### config.mk
export PLATFORM = sky130hd
export DESIGN_NAME = trace_ctrl
export DESIGN_NICKNAME = d
export VERILOG_FILES = /design/src/rtl/trc_pkg.sv /design/src/rtl/trc_timebase.sv /design/src/rtl/trc_wr_ring.sv /design/src/rtl/trc_trig_qual.sv /design/src/rtl/trc_auto_timer.sv /design/src/rtl/trace_ctrl.sv
export SDC_FILE = /design/constraint.sdc
export NUM_CORES = 1
export LEC_CHECK = 0
export ABC_AREA = 1
export BUFFER_PORTS_ARGS = -buffer_cell sky130_fd_sc_hd__buf_2
export CORE_MARGIN = 2
export CORE_UTILIZATION = 60
export CTS_CLUSTER_DIAMETER = 80
export DETAILED_ROUTE_END_ITERATION = 7
export HOLD_SLACK_MARGIN = 0.15
export PLACE_DENSITY = 0.94
export REMOVE_ABC_BUFFERS = 1
export SLEW_MARGIN = 20
export SYNTH_ARGS = -nofsm -noshare
export SYNTH_HDL_FRONTEND = slang
export SYNTH_SLANG_ARGS = --single-unit
### constraint.sdc
create_clock -name clk -period 11 [get_ports clk]
set_clock_uncertainty 0.2 [all_clocks]
set_input_delay 1.1 -clock clk [delete_from_list [all_inputs] [get_ports clk]]
set_output_delay 1.1 -clock clk [all_outputs]
set_load 0.005 [all_outputs]
### src/rtl/trc_pkg.sv
package trc_pkg;

   typedef enum logic [1:0] {
      ST_IDLE = 2'd0,
      ST_SEEK = 2'd1,
      ST_POST = 2'd2
   } trc_state_e;

   typedef enum logic [1:0] {
      TOK_DONE = 2'd0,
      TOK_AUTO = 2'd1,
      TOK_WAIT = 2'd2,
      TOK_STOP = 2'd3
   } trc_token_e;

endpackage

### src/rtl/trc_timebase.sv
module trc_timebase #(
   parameter int TS_W = 32
) (
   input  logic            clk,
   input  logic            rst_n,
   output logic [TS_W-1:0] ts
);

   always_ff @(posedge clk or negedge rst_n) begin
      if (!rst_n) ts <= '0;
      else        ts <= ts + 1'b1;
   end

endmodule

### src/rtl/trc_wr_ring.sv
module trc_wr_ring #(
   parameter int DEPTH  = 12288,
   parameter int ADDR_W = $clog2(DEPTH)
) (
   input  logic              clk,
   input  logic              rst_n,
   input  logic              load,
   input  logic [ADDR_W-1:0] load_addr,
   input  logic              adv,
   output logic [ADDR_W-1:0] ptr,
   output logic [ADDR_W-1:0] ptr_nxt
);

   localparam bit IS_POW2 = ((DEPTH & (DEPTH - 1)) == 0);
   localparam logic [ADDR_W-1:0] LAST = ADDR_W'(DEPTH - 1);

   generate
      if (IS_POW2) begin : g_pow2
         assign ptr_nxt = ptr + 1'b1;
      end else begin : g_mod
         assign ptr_nxt = (ptr == LAST) ? '0 : ptr + 1'b1;
      end
   endgenerate

   always_ff @(posedge clk or negedge rst_n) begin
      if (!rst_n)    ptr <= '0;
      else if (load) ptr <= load_addr;
      else if (adv)  ptr <= ptr_nxt;
   end

endmodule

### src/rtl/trc_trig_qual.sv
module trc_trig_qual #(
   parameter int CH_W  = 8,
   parameter int CNT_W = 16
) (
   input  logic             clk,
   input  logic             rst_n,
   input  logic             clear,
   input  logic             eval,
   input  logic [CH_W-1:0]  smp,
   input  logic [CH_W-1:0]  mask,
   input  logic [CH_W-1:0]  level,
   input  logic [CNT_W-1:0] intro,
   input  logic [CNT_W-1:0] outro,
   output logic             fire
);

   localparam logic [CNT_W-1:0] CNT_MAX = '1;
   localparam logic [CNT_W-1:0] CNT_ONE = CNT_W'(1);

   logic [CNT_W-1:0] f_run, t_run, t_next, outro_eff;
   logic             cond, intro_ok;

   assign cond      = (((smp ~^ level) & mask) == mask);
   assign intro_ok  = (f_run >= intro);
   assign outro_eff = (outro == '0) ? CNT_ONE : outro;
   assign t_next    = t_run + 1'b1;
   assign fire      = eval && cond && intro_ok && (t_next >= outro_eff);

   always_ff @(posedge clk or negedge rst_n) begin
      if (!rst_n) begin
         f_run <= '0;
         t_run <= '0;
      end else if (clear) begin
         f_run <= '0;
         t_run <= '0;
      end else if (eval) begin
         if (cond) begin
            if (intro_ok) t_run <= t_next;
            else          f_run <= '0;
         end else begin
            t_run <= '0;
            if (t_run != '0)          f_run <= CNT_ONE;
            else if (f_run != CNT_MAX) f_run <= f_run + 1'b1;
         end
      end
   end

endmodule

### src/rtl/trc_auto_timer.sv
module trc_auto_timer #(
   parameter int CNT_W    = 16,
   parameter int TICK_CYC = 256
) (
   input  logic             clk,
   input  logic             rst_n,
   input  logic             load,
   input  logic [CNT_W-1:0] limit,
   input  logic             run,
   output logic             expire
);

   localparam logic [CNT_W-1:0] CNT_ONE = CNT_W'(1);

   logic [CNT_W-1:0] cnt;
   logic             tick;

   generate
      if (TICK_CYC == 1) begin : g_nodiv
         assign tick = 1'b1;
      end else begin : g_div
         localparam int DIV_W = $clog2(TICK_CYC);
         localparam logic [DIV_W-1:0] DIV_LAST = DIV_W'(TICK_CYC - 1);
         logic [DIV_W-1:0] div;
         assign tick = (div == DIV_LAST);
         always_ff @(posedge clk or negedge rst_n) begin
            if (!rst_n)    div <= '0;
            else if (load) div <= '0;
            else if (run)  div <= tick ? '0 : div + 1'b1;
         end
      end
   endgenerate

   assign expire = run && tick && (cnt == CNT_ONE);

   always_ff @(posedge clk or negedge rst_n) begin
      if (!rst_n)                          cnt <= '0;
      else if (load)                       cnt <= limit;
      else if (run && tick && cnt != '0)   cnt <= cnt - 1'b1;
   end

endmodule

### src/rtl/trace_ctrl.sv
module trace_ctrl
   import trc_pkg::*;
#(
   parameter int CH_W          = 8,
   parameter int DEPTH         = 12288,
   parameter int CNT_W         = 16,
   parameter int TS_W          = 32,
   parameter int AUTO_TICK_CYC = 256,
   localparam int ADDR_W       = $clog2(DEPTH)
) (
   input  logic              clk,
   input  logic              rst_n,
   input  logic              start,
   input  logic              cancel,
   input  logic              smp_valid,
   input  logic [CH_W-1:0]   smp_data,
   input  logic [ADDR_W-1:0] cfg_start_addr,
   input  logic [CNT_W-1:0]  cfg_pre,
   input  logic [CNT_W-1:0]  cfg_post,
   input  logic [CNT_W-1:0]  cfg_timeout,
   input  logic [CH_W-1:0]   cfg_mask,
   input  logic [CH_W-1:0]   cfg_level,
   input  logic [CNT_W-1:0]  cfg_intro,
   input  logic [CNT_W-1:0]  cfg_outro,
   output logic              busy,
   output logic              wr_en,
   output logic [ADDR_W-1:0] wr_addr,
   output logic [CH_W-1:0]   wr_data,
   output logic              stat_valid,
   output logic [1:0]        stat_token,
   output logic [TS_W-1:0]   stat_time,
   output logic [ADDR_W-1:0] stat_addr
);

   initial begin
      assert (DEPTH >= 2)        else $error("trace_ctrl: DEPTH must be at least 2");
      assert (CH_W >= 1)         else $error("trace_ctrl: CH_W must be positive");
      assert (CNT_W >= 2)        else $error("trace_ctrl: CNT_W too small");
      assert (TS_W >= 2)         else $error("trace_ctrl: TS_W too small");
      assert (AUTO_TICK_CYC >= 1) else $error("trace_ctrl: AUTO_TICK_CYC must be positive");
   end

   trc_state_e        state_q;
   logic [CNT_W-1:0]  pre_cnt_q, post_cnt_q;
   logic              auto_q;
   logic [ADDR_W-1:0] ptr, ptr_nxt, rec_addr;
   logic [TS_W-1:0]   ts_now;
   logic              active, wr_go, armed, q_eval, q_fire, t_expire, tmo_hit;
   logic              launch, post_last;

   assign active    = (state_q != ST_IDLE);
   assign launch    = (state_q == ST_IDLE) && start;
   assign wr_go     = active && smp_valid && !cancel;
   assign armed     = (pre_cnt_q >= cfg_pre);
   assign q_eval    = (state_q == ST_SEEK) && wr_go && armed;
   assign tmo_hit   = t_expire && !q_fire && !cancel;
   assign rec_addr  = wr_go ? ptr_nxt : ptr;
   assign post_last = (({1'b0, post_cnt_q} + 1'b1) == {1'b0, cfg_post});

   assign busy    = active;
   assign wr_en   = wr_go;
   assign wr_addr = ptr;
   assign wr_data = smp_data;

   trc_timebase #(.TS_W(TS_W)) u_time (
      .clk   (clk),
      .rst_n (rst_n),
      .ts    (ts_now)
   );

   trc_wr_ring #(.DEPTH(DEPTH), .ADDR_W(ADDR_W)) u_ring (
      .clk       (clk),
      .rst_n     (rst_n),
      .load      (launch),
      .load_addr (cfg_start_addr),
      .adv       (wr_go),
      .ptr       (ptr),
      .ptr_nxt   (ptr_nxt)
   );

   trc_trig_qual #(.CH_W(CH_W), .CNT_W(CNT_W)) u_qual (
      .clk   (clk),
      .rst_n (rst_n),
      .clear (launch),
      .eval  (q_eval),
      .smp   (smp_data),
      .mask  (cfg_mask),
      .level (cfg_level),
      .intro (cfg_intro),
      .outro (cfg_outro),
      .fire  (q_fire)
   );

   trc_auto_timer #(.CNT_W(CNT_W), .TICK_CYC(AUTO_TICK_CYC)) u_timer (
      .clk    (clk),
      .rst_n  (rst_n),
      .load   (launch),
      .limit  (cfg_timeout),
      .run    (state_q == ST_SEEK),
      .expire (t_expire)
   );

   always_ff @(posedge clk or negedge rst_n) begin
      if (!rst_n) begin
         state_q    <= ST_IDLE;
         pre_cnt_q  <= '0;
         post_cnt_q <= '0;
         auto_q     <= 1'b0;
         stat_valid <= 1'b0;
         stat_token <= '0;
         stat_time  <= '0;
         stat_addr  <= '0;
      end else begin
         stat_valid <= 1'b0;
         unique case (state_q)
            ST_IDLE: begin
               if (start) begin
                  state_q    <= ST_SEEK;
                  pre_cnt_q  <= '0;
                  post_cnt_q <= '0;
                  auto_q     <= 1'b0;
                  stat_valid <= 1'b1;
                  stat_token <= TOK_WAIT;
                  stat_time  <= ts_now;
                  stat_addr  <= cfg_start_addr;
               end
            end
            ST_SEEK: begin
               if (cancel) begin
                  state_q    <= ST_IDLE;
                  stat_valid <= 1'b1;
                  stat_token <= TOK_STOP;
                  stat_time  <= ts_now;
                  stat_addr  <= ptr;
               end else if (q_fire || tmo_hit) begin
                  auto_q     <= tmo_hit;
                  post_cnt_q <= '0;
                  if (cfg_post == '0) begin
                     state_q    <= ST_IDLE;
                     stat_valid <= 1'b1;
                     stat_token <= tmo_hit ? TOK_AUTO : TOK_DONE;
                     stat_time  <= ts_now;
                     stat_addr  <= rec_addr;
                  end else begin
                     state_q <= ST_POST;
                  end
               end else if (wr_go && !armed) begin
                  pre_cnt_q <= pre_cnt_q + 1'b1;
               end
            end
            ST_POST: begin
               if (cancel) begin
                  state_q    <= ST_IDLE;
                  stat_valid <= 1'b1;
                  stat_token <= TOK_STOP;
                  stat_time  <= ts_now;
                  stat_addr  <= ptr;
               end else if (wr_go) begin
                  if (post_last) begin
                     state_q    <= ST_IDLE;
                     stat_valid <= 1'b1;
                     stat_token <= auto_q ? TOK_AUTO : TOK_DONE;
                     stat_time  <= ts_now;
                     stat_addr  <= rec_addr;
                  end else begin
                     post_cnt_q <= post_cnt_q + 1'b1;
                  end
               end
            end
            default: state_q <= ST_IDLE;
         endcase
      end
   end

endmodule

==> results.md <==
* Clk pin slew, worst setup/hold paths at 90 ps
* Core ar. at a little under 20,000 um^2
* Initial antenna violation count at 1
* Antenna viol nets, final at 0
* Post-Route WL at ~32,000 um
* CP Capture Type: register
* Reg2reg setup slack at around 6500 ps
* RSZ-0062 raised after global routing: no
* Root Driver: clkbuf_16
* FFs w/ async S/R, synth at between 90% and 100%
* Setup ws final at roughly 6500 ps
* Slew HR at between 30% and 40%
* CTS tree: built
* Dominant cells by area after synthesis: dfrtp_1 39%, nand2_1 13%, inv_1 7.0%, ha_1 6.4%, nand4_1 4.9%
* Final hold viol count at 0
* Crit Path Category: reg2reg
* Max-cap violations at 0
* Postcts setup bufs at 0
* Post-synthesis cell count at around 1,600
* Failing checks: DRC
* Synth Cell Area at around 12,000 um^2
* Worst Hold Depth at 2
* Avg Cell Area, Syn at roughly 7.3 um^2
* Share of layout cells above drive strength 1 at between 10% and 20%
* Synth top cells by count: 415 x nand2_1, 224 x inv_1, 186 x dfrtp_1
* Most common cell in the netlist: nand2_1
* Hold endpoint: stat_time[9]
* Max Freq at between 200 and 250 MHz
* Port bufs at 195
* I/O Pins at 196
* Ys Warns at 0
* Worst r2r src: u_qual.t_run[0]
* Leakage at between 7 and 8 nW
* Max VDD drop at about 0.15 mV
* Pre-CTS worst setup slack at about 6500 ps
* Startpoint Class: register
* Post-cts resize count at 0
* Placed Cells at just over 2,000
* Sequential-to-total area share from yosys stat at approximately 39%
* Critical Path AT at approximately 4600 ps
* All-layer global routing usage at between 30% and 40%
* Max-slew violations at 0
* Hold buffer count at CTS at 0
* CTS Buf Count at 17
* Top_reg_cell synth: dfrtp_1
* Die H at about 150 um
* Starting DRC count in detailed routing at 1,104
* Via density at around 5.8
* HP Class: reg2reg
* #FFs+latches synth at between 150 and 200
* Final period utilization at 40.8%
* GP Congestion at roughly 0.9
* Die area at around 21,000 um^2
* Largest net degree at the start of global routing at approximately 110
* Post-synth top area cell: dfrtp_1
* Setup TNS at 0 ps
* DRC at 2
* DP HPWL at approximately 24,000 um
* R2r endpoint: post_cnt_q[3]
* Clk_lat worst skew at 450 ps
* Total gr overflow at 0
* Yosys top cell area share at between 30% and 40%
* Setup violators final at 0
* Reg2Reg Depth at 21
* Clock sink count at around 190
* CTS H-Tree Depth at 4
* Power Density at between 150 and 200 nW/um^2
* Post-synth EDFFs at 0
* P&R area growth vs syn at 14.4%
* Row Count at approximately 50
* Nets at 1,994
* WHS at 274 ps
* Max Buffers Root-to-Sink at 2
* Avg WL per Cell at around 15 um
* Netlist cell types at 52
* Status: finished with violations
* Via count at 12,000
* Total power at between 2 and 3 mW
* Peak fanout along the critical path at 15
* Horiz. Die Dim at around 150 um
* Setup crit start: u_qual.t_run[0]
* Worst slew pin tran at around 940 ps
* Layout Cells excl Fill at roughly 2,100
* Vias in the first global route at 11,500
* Starting density of the core at approximately three fifths
* Minimum clock period after layout at ~4500 ps
* HP Start: stat_time[9]
* First-pass GRT wire length at 53,500 um
* Pre-Repair DR Iteration Count at 8
* Data required, critical path at roughly 11,000 ps
flip-flops by register name (all words and copies together), names as in the netlist:
register / flops
pre_cnt_q: 16
post_cnt_q: 16
stat_time: 32
stat_addr: 14
u_qual.f_run: 16
u_timer.cnt: 16
u_qual.t_run: 16
stat_valid: 1
auto_q: 1
u_timer.g_div.div: 8
stat_token: 2
state_q: 2
u_time.ts: 32
u_ring.ptr: 14
placed cells by master, fill, tap and decap left out, types with 7 or more instances in the layout:
cell / synthesis / routed
or2_2: 10 / 10
o21ai_1: 8 / 8
nor2_1: 117 / 116
inv_1: 224 / 224
a21oi_1: 68 / 68
buf_2: 5 / 194
nand2_2: 8 / 9
nand3_1: 112 / 112
dfrtp_1: 186 / 186
nand2_1: 415 / 414
clkbuf_16: 0 / 17
nor3_1: 40 / 40
nand4_1: 95 / 95
ha_1: 62 / 62
o22ai_1: 13 / 13
clkinv_8: 0 / 7
nor4_1: 20 / 20
o21ai_0: 88 / 88
a31oi_1: 8 / 7
xnor2_1: 11 / 11
xor2_1: 41 / 41
where the power goes:
group	total (mW)	switching, mW	internal, mW
registers	0.931	0.124	0.807
logic	0.960	0.654	0.306
clock network	0.631	0.320	0.311
total	2.52	1.10	1.42
worst max path at each step:
stage,end,depth (start not counted)
6_report,post_cnt_q[3],21
3_5_place_dp,post_cnt_q[3],21
5_1_grt,post_cnt_q[3],21
3_3_place_gp,state_q[0],22
4_1_cts,post_cnt_q[3],21
2_1_floorplan,stat_addr[0],5
layer usage:
metal | part of all wire [%] | global-route usage (%)
met4 | 2.8 | 11.5
met5 | 0 | 0
met3 | 7.5 | 5.45
met2 | 49 | 50.8
met1 | 41 | 39.1
cells by family after synthesis:
group / synth area share [%]
xor+xnor: 3.77
simple gates: 31.1
buf+inv: 9.67
fa+ha+maj: 6.43
flops: 38.6
compound gates: 10.4
mux: 0.0829
per-stage QoR:
stage / cell area [um^2] / utilization [%]
floorplan: 11800 / -
global placement: 13100 / 67.0
detailed placement: 13100 / 67.0
CTS: 13800 / 70.2
global route: 13800 / 70.5
finish: 13800 / 70.5
critical path, stage by stage (launching register included):
cell and delay (ps):
dfrtp_1 430, ha_1 210, nand3_1 110, nor3_1 270, nand3_1 170, nor3_1 270, nand3_1 180, nor2_1 120
nand2_1 70, xor2_1 180, inv_1 60, ha_1 270, nand2_1 70, nor4_1 340, nand3_1 110, nand3_1 130
nand4_2 190, nand3_2 160, nand3_1 80, inv_1 100, nand2_1 350, o21ai_0 320
area by class of cell:
type | instances | area [um^2]
clock inverter | 15 | 195
sequential | 186 | 4650
clock buffer | 17 | 425
fill | 1565 | 5790
antenna | 1 | 2.50
timing repair buffer | 201 | 1060
multi-input combinational | 1174 | 6270
inverter | 229 | 860
tap | 265 | 332
Power figures use the tool's default switching activity.
